File: config.mk
export PLATFORM = sky130hd
export DESIGN_NAME = cto_timer
export DESIGN_NICKNAME = d
export VERILOG_FILES = /design/src/rtl/cto_pkg.sv /design/src/rtl/cto_range_decode.sv /design/src/rtl/cto_prescaler.sv /design/src/rtl/cto_tag_slot.sv /design/src/rtl/cto_pick_lowest.sv /design/src/rtl/cto_timer.sv
export SDC_FILE = /design/constraint.sdc
export NUM_CORES = 1
export LEC_CHECK = 0
export BUFFER_PORTS_ARGS = -buffer_cell sky130_fd_sc_hd__buf_2
export CORE_ASPECT_RATIO = 0.8
export CORE_MARGIN = 2
export CORE_UTILIZATION = 35
export CTS_CLUSTER_DIAMETER = 100
export CTS_CLUSTER_SIZE = 20
export DETAILED_ROUTE_END_ITERATION = 8
export GPL_TIMING_DRIVEN = 0
export PLACE_DENSITY_LB_ADDON = 0.2
export SETUP_SLACK_MARGIN = 0.02
export SLEW_MARGIN = 20
export SYNTH_ARGS = -nofsm -noshare
export SYNTH_HDL_FRONTEND = slang
export SYNTH_SLANG_ARGS = --single-unit
File: constraint.sdc
create_clock -name clk -period 3.8 [get_ports clk]
set_clock_uncertainty 0.15 [all_clocks]
set_input_delay 0.38 -clock clk [delete_from_list [all_inputs] [get_ports clk]]
set_output_delay 0.38 -clock clk [all_outputs]
set_load 0.02 [all_outputs]
File: src/rtl/cto_pkg.sv
package cto_pkg;
  localparam int DIV_W = 20;
  localparam int CNT_W = 8;

  // ticks per age step for each of the eight ranges
  function automatic logic [DIV_W-1:0] range_div(input logic [2:0] r);
    case (r)
      3'd0:    return DIV_W'(1);
      3'd1:    return DIV_W'(100);
      3'd2:    return DIV_W'(1000);
      3'd3:    return DIV_W'(1000);
      3'd4:    return DIV_W'(10000);
      3'd5:    return DIV_W'(100000);
      3'd6:    return DIV_W'(100000);
      default: return DIV_W'(1000000);
    endcase
  endfunction

  // age steps until expiry for each range
  function automatic logic [CNT_W-1:0] range_cnt(input logic [2:0] r);
    case (r)
      3'd0:    return CNT_W'(50);
      3'd1:    return CNT_W'(100);
      3'd2:    return CNT_W'(55);
      3'd3:    return CNT_W'(210);
      3'd4:    return CNT_W'(90);
      3'd5:    return CNT_W'(35);
      3'd6:    return CNT_W'(130);
      default: return CNT_W'(64);
    endcase
  endfunction

  // reserved or unsupported selects fall back to range 0
  function automatic logic [2:0] effective_range(input logic [3:0] sel, input logic [3:0] caps);
    if (sel[3] || !caps[sel[2:1]]) return 3'd0;
    return sel[2:0];
  endfunction
endpackage

File: src/rtl/cto_range_decode.sv
module cto_range_decode
  import cto_pkg::*;
#(
  parameter logic [3:0] SUPPORTED_BINS = 4'b0111
) (
  input  logic [3:0]       range_sel,
  output logic [DIV_W-1:0] step_div,
  output logic [CNT_W-1:0] limit_cnt
);
  logic [2:0] eff;
  always_comb begin
    eff       = effective_range(range_sel, SUPPORTED_BINS);
    step_div  = range_div(eff);
    limit_cnt = range_cnt(eff);
  end
endmodule

File: src/rtl/cto_prescaler.sv
module cto_prescaler
  import cto_pkg::*;
(
  input  logic             clk,
  input  logic             rst_n,
  input  logic             tick_us,
  input  logic [DIV_W-1:0] step_div,
  output logic             step
);
  logic [DIV_W-1:0] pre_cnt;

  // >= keeps the counter bounded when the divider shrinks
  assign step = tick_us && (pre_cnt >= step_div - DIV_W'(1));

  always_ff @(posedge clk) begin
    if (!rst_n)       pre_cnt <= '0;
    else if (step)    pre_cnt <= '0;
    else if (tick_us) pre_cnt <= pre_cnt + DIV_W'(1);
  end
endmodule

File: src/rtl/cto_tag_slot.sv
module cto_tag_slot
  import cto_pkg::*;
(
  input  logic             clk,
  input  logic             rst_n,
  input  logic             issue,
  input  logic             retire,
  input  logic             grant,
  input  logic             step,
  input  logic             detect_en,
  input  logic [CNT_W-1:0] limit_cnt,
  output logic             valid,
  output logic             expired
);
  logic [CNT_W-1:0] age;
  logic             at_limit;

  assign at_limit = age >= limit_cnt;
  assign expired  = valid && at_limit && detect_en;

  always_ff @(posedge clk) begin
    if (!rst_n) begin
      valid <= 1'b0;
      age   <= '0;
    end else if (issue) begin
      valid <= 1'b1;
      age   <= '0;
    end else if (retire || grant) begin
      valid <= 1'b0;
    end else if (valid && step && !at_limit) begin
      age <= age + CNT_W'(1);
    end
  end
endmodule

File: src/rtl/cto_pick_lowest.sv
module cto_pick_lowest #(
  parameter int N = 8
) (
  input  logic [N-1:0] req,
  output logic [N-1:0] gnt
);
  // isolate lowest set bit
  assign gnt = req & (~req + N'(1));
endmodule

File: src/rtl/cto_timer.sv
module cto_timer
  import cto_pkg::*;
#(
  parameter int         NUM_TAGS       = 8,
  parameter logic [3:0] SUPPORTED_BINS = 4'b0111,
  localparam int        TAG_W          = $clog2(NUM_TAGS)
) (
  input  logic             clk,
  input  logic             rst_n,
  input  logic             req_vld,
  input  logic [TAG_W-1:0] req_tag,
  input  logic             cpl_vld,
  input  logic [TAG_W-1:0] cpl_tag,
  input  logic [3:0]       range_sel,
  input  logic             to_disable,
  input  logic             tick_us,
  output logic             to_evt,
  output logic [TAG_W-1:0] to_evt_tag,
  output logic             busy,
  output logic [3:0]       cap_bins
);
  logic [DIV_W-1:0]    step_div;
  logic [CNT_W-1:0]    limit_cnt;
  logic                step;
  logic [NUM_TAGS-1:0] valid_vec;
  logic [NUM_TAGS-1:0] expired_vec;
  logic [NUM_TAGS-1:0] grant_vec;
  logic [TAG_W-1:0]    grant_tag;

  cto_range_decode #(.SUPPORTED_BINS(SUPPORTED_BINS)) u_dec (
    .range_sel (range_sel),
    .step_div  (step_div),
    .limit_cnt (limit_cnt)
  );

  cto_prescaler u_pre (
    .clk      (clk),
    .rst_n    (rst_n),
    .tick_us  (tick_us),
    .step_div (step_div),
    .step     (step)
  );

  for (genvar g = 0; g < NUM_TAGS; g++) begin : g_slot
    cto_tag_slot u_slot (
      .clk       (clk),
      .rst_n     (rst_n),
      .issue     (req_vld && (req_tag == TAG_W'(g))),
      .retire    (cpl_vld && (cpl_tag == TAG_W'(g))),
      .grant     (grant_vec[g]),
      .step      (step),
      .detect_en (!to_disable),
      .limit_cnt (limit_cnt),
      .valid     (valid_vec[g]),
      .expired   (expired_vec[g])
    );
  end

  cto_pick_lowest #(.N(NUM_TAGS)) u_pick (
    .req (expired_vec),
    .gnt (grant_vec)
  );

  always_comb begin
    grant_tag = '0;
    for (int i = 0; i < NUM_TAGS; i++)
      if (grant_vec[i]) grant_tag = grant_tag | TAG_W'(i);
  end

  always_ff @(posedge clk) begin
    if (!rst_n) begin
      to_evt     <= 1'b0;
      to_evt_tag <= '0;
    end else begin
      to_evt     <= |grant_vec;
      to_evt_tag <= grant_tag;
    end
  end

  assign busy     = |valid_vec;
  assign cap_bins = SUPPORTED_BINS;
endmodule

Yosys cells after proc, flatten, opt, wreduce, memory -nomap -nowiden. Index checks and enable logic that the tools add are counted. Widths: inputs -> output; s select.

Add/sub/neg operators: 11. $lt $le $gt $ge: 10. Eq/ne operators: 20. Muxes and demuxes: 30. Bitwise gates (word level): 11. Reduce and logical (&&, ||, !) cells: 100.

Operators with widths (number): $pmux 20 s5 (1); $add 8x1->8 const B (9); $ge 8x8->1 (8); $pmux 8 s7 (1); $logic_and 1x1->1 (49); $eq 3x3->1 const B (11); $reduce_or 2->1 (11); $add 20x1->20 const B (1); $ge 20x20->1 (1); $sub 20x1->20 const B (1); $mux 1 (19); $eq 3x2->1 const B (6); $mux 3 (6); $reduce_and 2->1 (8); $reduce_bool 2->1 (8); $reduce_or 8->1 (2); $logic_not 1->1 (10); $eq 3x1->1 const B (3); $logic_not 3->1 (3); $logic_or 1x1->1 (9); $not 1->1 (9); $and 8x8->8 (1); $not 8->8 (1); $mux 2 (2); 2 further kinds (2).

Register bits after elaboration: 96. Input port bits: 16. Output and inout bits: 9.

Longest topological paths before layout.
Depth in word-level cells: 21. Mapped depth: 18. Mapped depth without buffers: 16.

Modules after synthesis. A second synthesis with hierarchy kept.

Cells, all modules: 895. Area, all modules: 7637.3 µm².

By module, submodules not included: cto_tag_slot (times used 8, cells an instance 73, area an instance 650.6 µm²); cto_prescaler (times used 1, cells an instance 213, area an instance 1773.0 µm²); cto_timer (times used 1, cells an instance 45, area an instance 311.5 µm²); cto_range_decode (times used 1, cells an instance 43, area an instance 264.0 µm²); cto_pick_lowest (times used 1, cells an instance 10, area an instance 83.8 µm²).

Least setup slack after synthesis. No wires, ideal clock.

Path kind: input-to-reg. From: input port range_sel[1]. To: register g_slot[5].u_slot.age[7]. Arrival time: 3696 ps. Setup slack: -118 ps. Stages on the path: 17. Path buffers: 1. Path through: clkbuf_1 -> nor2_1 -> inv_1 -> nor2_1 -> nand2_1 -> ha_1 -> a22oi_1 -> o21ai_0 -> a21oi_1 -> ha_1 -> nand2_1 -> nor4_1 -> a21oi_1 -> o22ai_4 -> nand2_1 -> or4_1 -> a21oi_1.

Cells in the longest elaborated chain, start to end: 17. Elaborated cells between the ends (all ways): 47. Classes of those cells: add/sub: 2; order compare: 7; eq/ne: 6; mux: 6; bitwise: 3; reduce/logical: 23.

RTL lines: start: declaration (line cto_timer.sv:14) `input logic [3:0] range_sel,`; $bmux 1 s2 (line cto_pkg.sv:35) `if (sel[3] || !caps[sel[2:1]]) return 3'd0;`; $mux 1 (not written as such) (line cto_pkg.sv:35); $logic_not 1->1 (line cto_pkg.sv:35); $logic_or 1x1->1 (line cto_pkg.sv:35); $mux 1 (line cto_pkg.sv:35); $mux 3 (*) (line cto_pkg.sv:36) `return sel[2:0];`; parallel branches: the longest is 10 deep, another holds $sub 20x1->20; $reduce_and 2->1 (no source line) (*); end signal: assignment (line cto_tag_slot.sv:31) `age <= age + CNT_W'(1);`; end: declaration (line cto_tag_slot.sv:15) `logic [CNT_W-1:0] age;`.

Every way passes the cells marked *. The select of a mux whose other input is x is not followed. A chain may end at the register's enable or synchronous reset.

Final worst setup path.
From: input port range_sel[3]. To: register g_slot[7].u_slot.age[6].

Cells in the longest elaborated chain, start to end: 14. Elaborated cells between the ends (all ways): 50. Classes of those cells: add/sub: 2; order compare: 9; eq/ne: 6; mux: 4; bitwise: 3; reduce/logical: 26.

RTL lines (line): $logic_or 1x1->1 (*) (cto_pkg.sv:35); $mux 1 (*) (cto_pkg.sv:35); $mux 3 (*) (cto_pkg.sv:36); parallel branches: the longest is 10 deep, another holds $sub 20x1->20; $reduce_and 2->1 (no source line) (*); end signal: assignment (cto_tag_slot.sv:31); end: declaration (cto_tag_slot.sv:15).

Every way passes the cells marked *.

==> impl_metrics.toml <==
[logic_synthesis]
ys_async_sr_fraction = 0
syn-cell-area_sq_um = 6490
synthFlopType = "dfxtp_1"
yosys_warnings = 0
synthCells = 797
yosys-top-cells-area = "dfxtp_1, ha_1, nor2_1"
synth_top_area_frac = 0.296
postSynthAreaPerCell_sq_um = 8.14
synth-seq-cells = 96
yosysTopAreaCell = "dfxtp_1"
synth-edff-count = 0
ys_seq_area_frac = 0.296
yosysUniqueCellTypes = 56

[floorplan]
rows = 44
die_area_sq_um = 19700
core_area_sq_um = 18200
die_w_um = 156
fp.dieH_um = 126
ios = 25
initial_utilization = 0.357

[power]
ir_drop_mv = 0.188
power_leakage_uw = 0.00305
p_per_area_nw_per_um2 = 297
finalPower_uw = 2190

[setup_path]
max_stage_delay_ns = 0.39
path_buf_inv = 4
cp_slowest_cell = "a2111o_1"
cp_cell_sequence = "buf_2 > nor2_4 > buf_4 > nand3_2 > nand2_4 > nor2_4 > buf_4 > ha_1 > a2111o_1 > a31oi_1 > o21a_1 > o211ai_1 > buf_2 > or3_1 > a21oi_1"
required_ns = 3.94
crit_fanout = 10
cp.arrival_ns = 3.70
critical_path_class = "in2reg"
endpoint_kind = "register"
cp_top_family = "simple AND/OR/NAND/NOR gates"
crit_path_start_kind = "input pin"

[cells_and_area]
nets = 949
fin_util = 0.405
area_growth_pct = 13.4
drive_gt1_frac = 0.0936
antenna_cells = 0
design_area_sq_um = 7360
fill_cells = 1869
multi_input_area_sq_um = 4480
regArea_sq_um = 1920

[clock_tree]
numCtsBuffers = 9
clk_latency_ns = 0.36
cts_sinks = 96
cts_root_buf = "clkbuf_16"
cts_tree = "built"
path_clk_slew_ns = 0.07
cts_max_level = 3
clk_path_buf_depth = 2

[sta]
setup_violations = 0
clock.fmax_ghz = 0.281
drv_slew = 0
tightest_slew_ns = 0.892
period_share = 0.937
holdWs_ns = 0.204
relSlewSlack = 0.402
grt_setup_unrepaired = "yes"
fin_tns_setup_ns = 0
fin_crit_ns = 3.56
hold_violations = 0

[min_path]
hp-class = "in2reg"

[route]
viasPerCell = 5.17
antenna_left = 0
drc_errors = 0
wl_per_cell_um = 15.0
drtIter0Drc = 359
finalWirelength_um = 16100
drt-pass1-iter-count = 4
via_count = 5551

[placed_design]
port_buffers = 17
dp_hpwl_um = 11900
place.gp.congestion = 0.842
place_area_sq_um = 6890

[global_route]
grt_util_all_layers = 0.171
grt_pass1_wl_um = 26600
grt_antenna_before_repair = 0
grt_pass1_vias = 5152
grt_start_max_net_pins = 17
overflow = 0

[run_status]
status = "completed"

[flow_run]
drv_cap = 0
-- path summary, 6_finish.rpt --
kind / from / to / slack [ns] / depth (start not counted)
max: range_sel[3] / g_slot[7].u_slot.age[6] / 0.24 / 15
min: tick_us / u_pre.pre_cnt[0] / 0.20 / 3
max reg2reg: g_slot[3].u_slot.age[0] / g_slot[3].u_slot.age[7] / 0.72 / 9
min reg2reg: g_slot[7].u_slot.age[7] / g_slot[7].u_slot.age[7] / 0.33 / 2
-- tightest hold or removal path, stage by stage --
cell     delay, ns
buf_4         0.14
xnor2_1       0.08
nor2_1        0.07
-- layout make-up --
type,instances,area share
buffer,20,0.0145
multi-input combinational,662,0.609
tap,230,0.0391
clock inverter,6,0.00919
timing repair buffer,25,0.0208
inverter,25,0.0133
clock buffer,10,0.0325
sequential,96,0.261
-- cell usage after synthesis, types with 3 or more instances --
cell,count
dfxtp_1,96
ha_1,94
nor2_1,93
nand2_1,78
a21oi_1,52
o21ai_0,43
nand3_1,42
xor2_1,31
inv_1,25
xnor2_1,23
nand4_1,21
nand2b_1,20
and3_1,17
or3_1,16
nor3_1,12
clkbuf_1,11
and2_1,10
a21o_1,8
o21a_1,8
mux2i_1,7
nor4_1,7
o31ai_1,7
or4_1,7
a31oi_1,6
nor2b_1,6
buf_4,5
o211ai_1,5
a211oi_1,4
a2111oi_0,3
a211o_1,3
nor3b_1,3
o21ai_1,3
-- state kept, by name (all words and copies together), names as in the netlist --
name                 count
g_slot.u_slot.age       64
g_slot.u_slot.valid      8
to_evt                   1
to_evt_tag               3
u_pre.pre_cnt           20
-- cells in the final DEF (no fill, tap or decap), types with 9 or more instances in the layout --
cell type / Yosys / final
dfxtp_1: 96 / 96
nand3_1: 42 / 41
buf_4: 5 / 11
xor2_1: 31 / 31
nand2_1: 78 / 74
inv_1: 25 / 24
and3_1: 17 / 17
and2_1: 10 / 10
nor2_1: 93 / 87
clkbuf_16: 0 / 9
or3_1: 16 / 15
nand4_1: 21 / 21
xnor2_1: 23 / 23
buf_2: 2 / 20
nor3_1: 12 / 11
a21oi_1: 52 / 52
ha_1: 94 / 93
o21ai_0: 43 / 41
nand2b_1: 20 / 20
-- repair_timing --
| item | 4_1_cts | 5_1_grt |
|---|---|---|
| pin swaps | 2 | 3 |
| hold buffers | 0 | 0 |
| endpoints found under the setup margin | 96 | 74 |
| resized for setup | 15 | 22 |
| buffers inserted | 3 | 4 |
-- stage by stage --
step,cells,worst slack [ns]
floorplan,803,0.0357
global placement,1050,-1.33
detailed placement,1051,-1.40
CTS,1070,0.0274
global route,1074,0.0147
finish,1074,0.239
-- layer usage --
layer,track usage,vias to the layer above,wire [um]
li1,-,2946,-
met1,0.254,2505,8660
met2,0.245,78,6570
met3,0.0313,22,540
met4,0.0594,0,305
met5,0,-,0
-- logic make-up after synthesis --
family	count (synthesis)	synth area share
xor+xnor	54	0.0729
flops	96	0.296
buf+inv	45	0.0293
compound gates	158	0.151
simple gates	341	0.258
other cells	2	0.00116
fa+ha+maj	94	0.181
mux	7	0.0108
-- power breakdown --
part | total (uW) | internal (uW) | switching [uW] | leakage, uW
Sequential | 1020 | 1010 | 5.70 | 0.000774
Clock | 965 | 531 | 433 | 0.000145
Combinational | 206 | 72.7 | 133 | 0.00213
Total | 2190 | 1610 | 573 | 0.00305
Power figures use the tool's default switching activity.
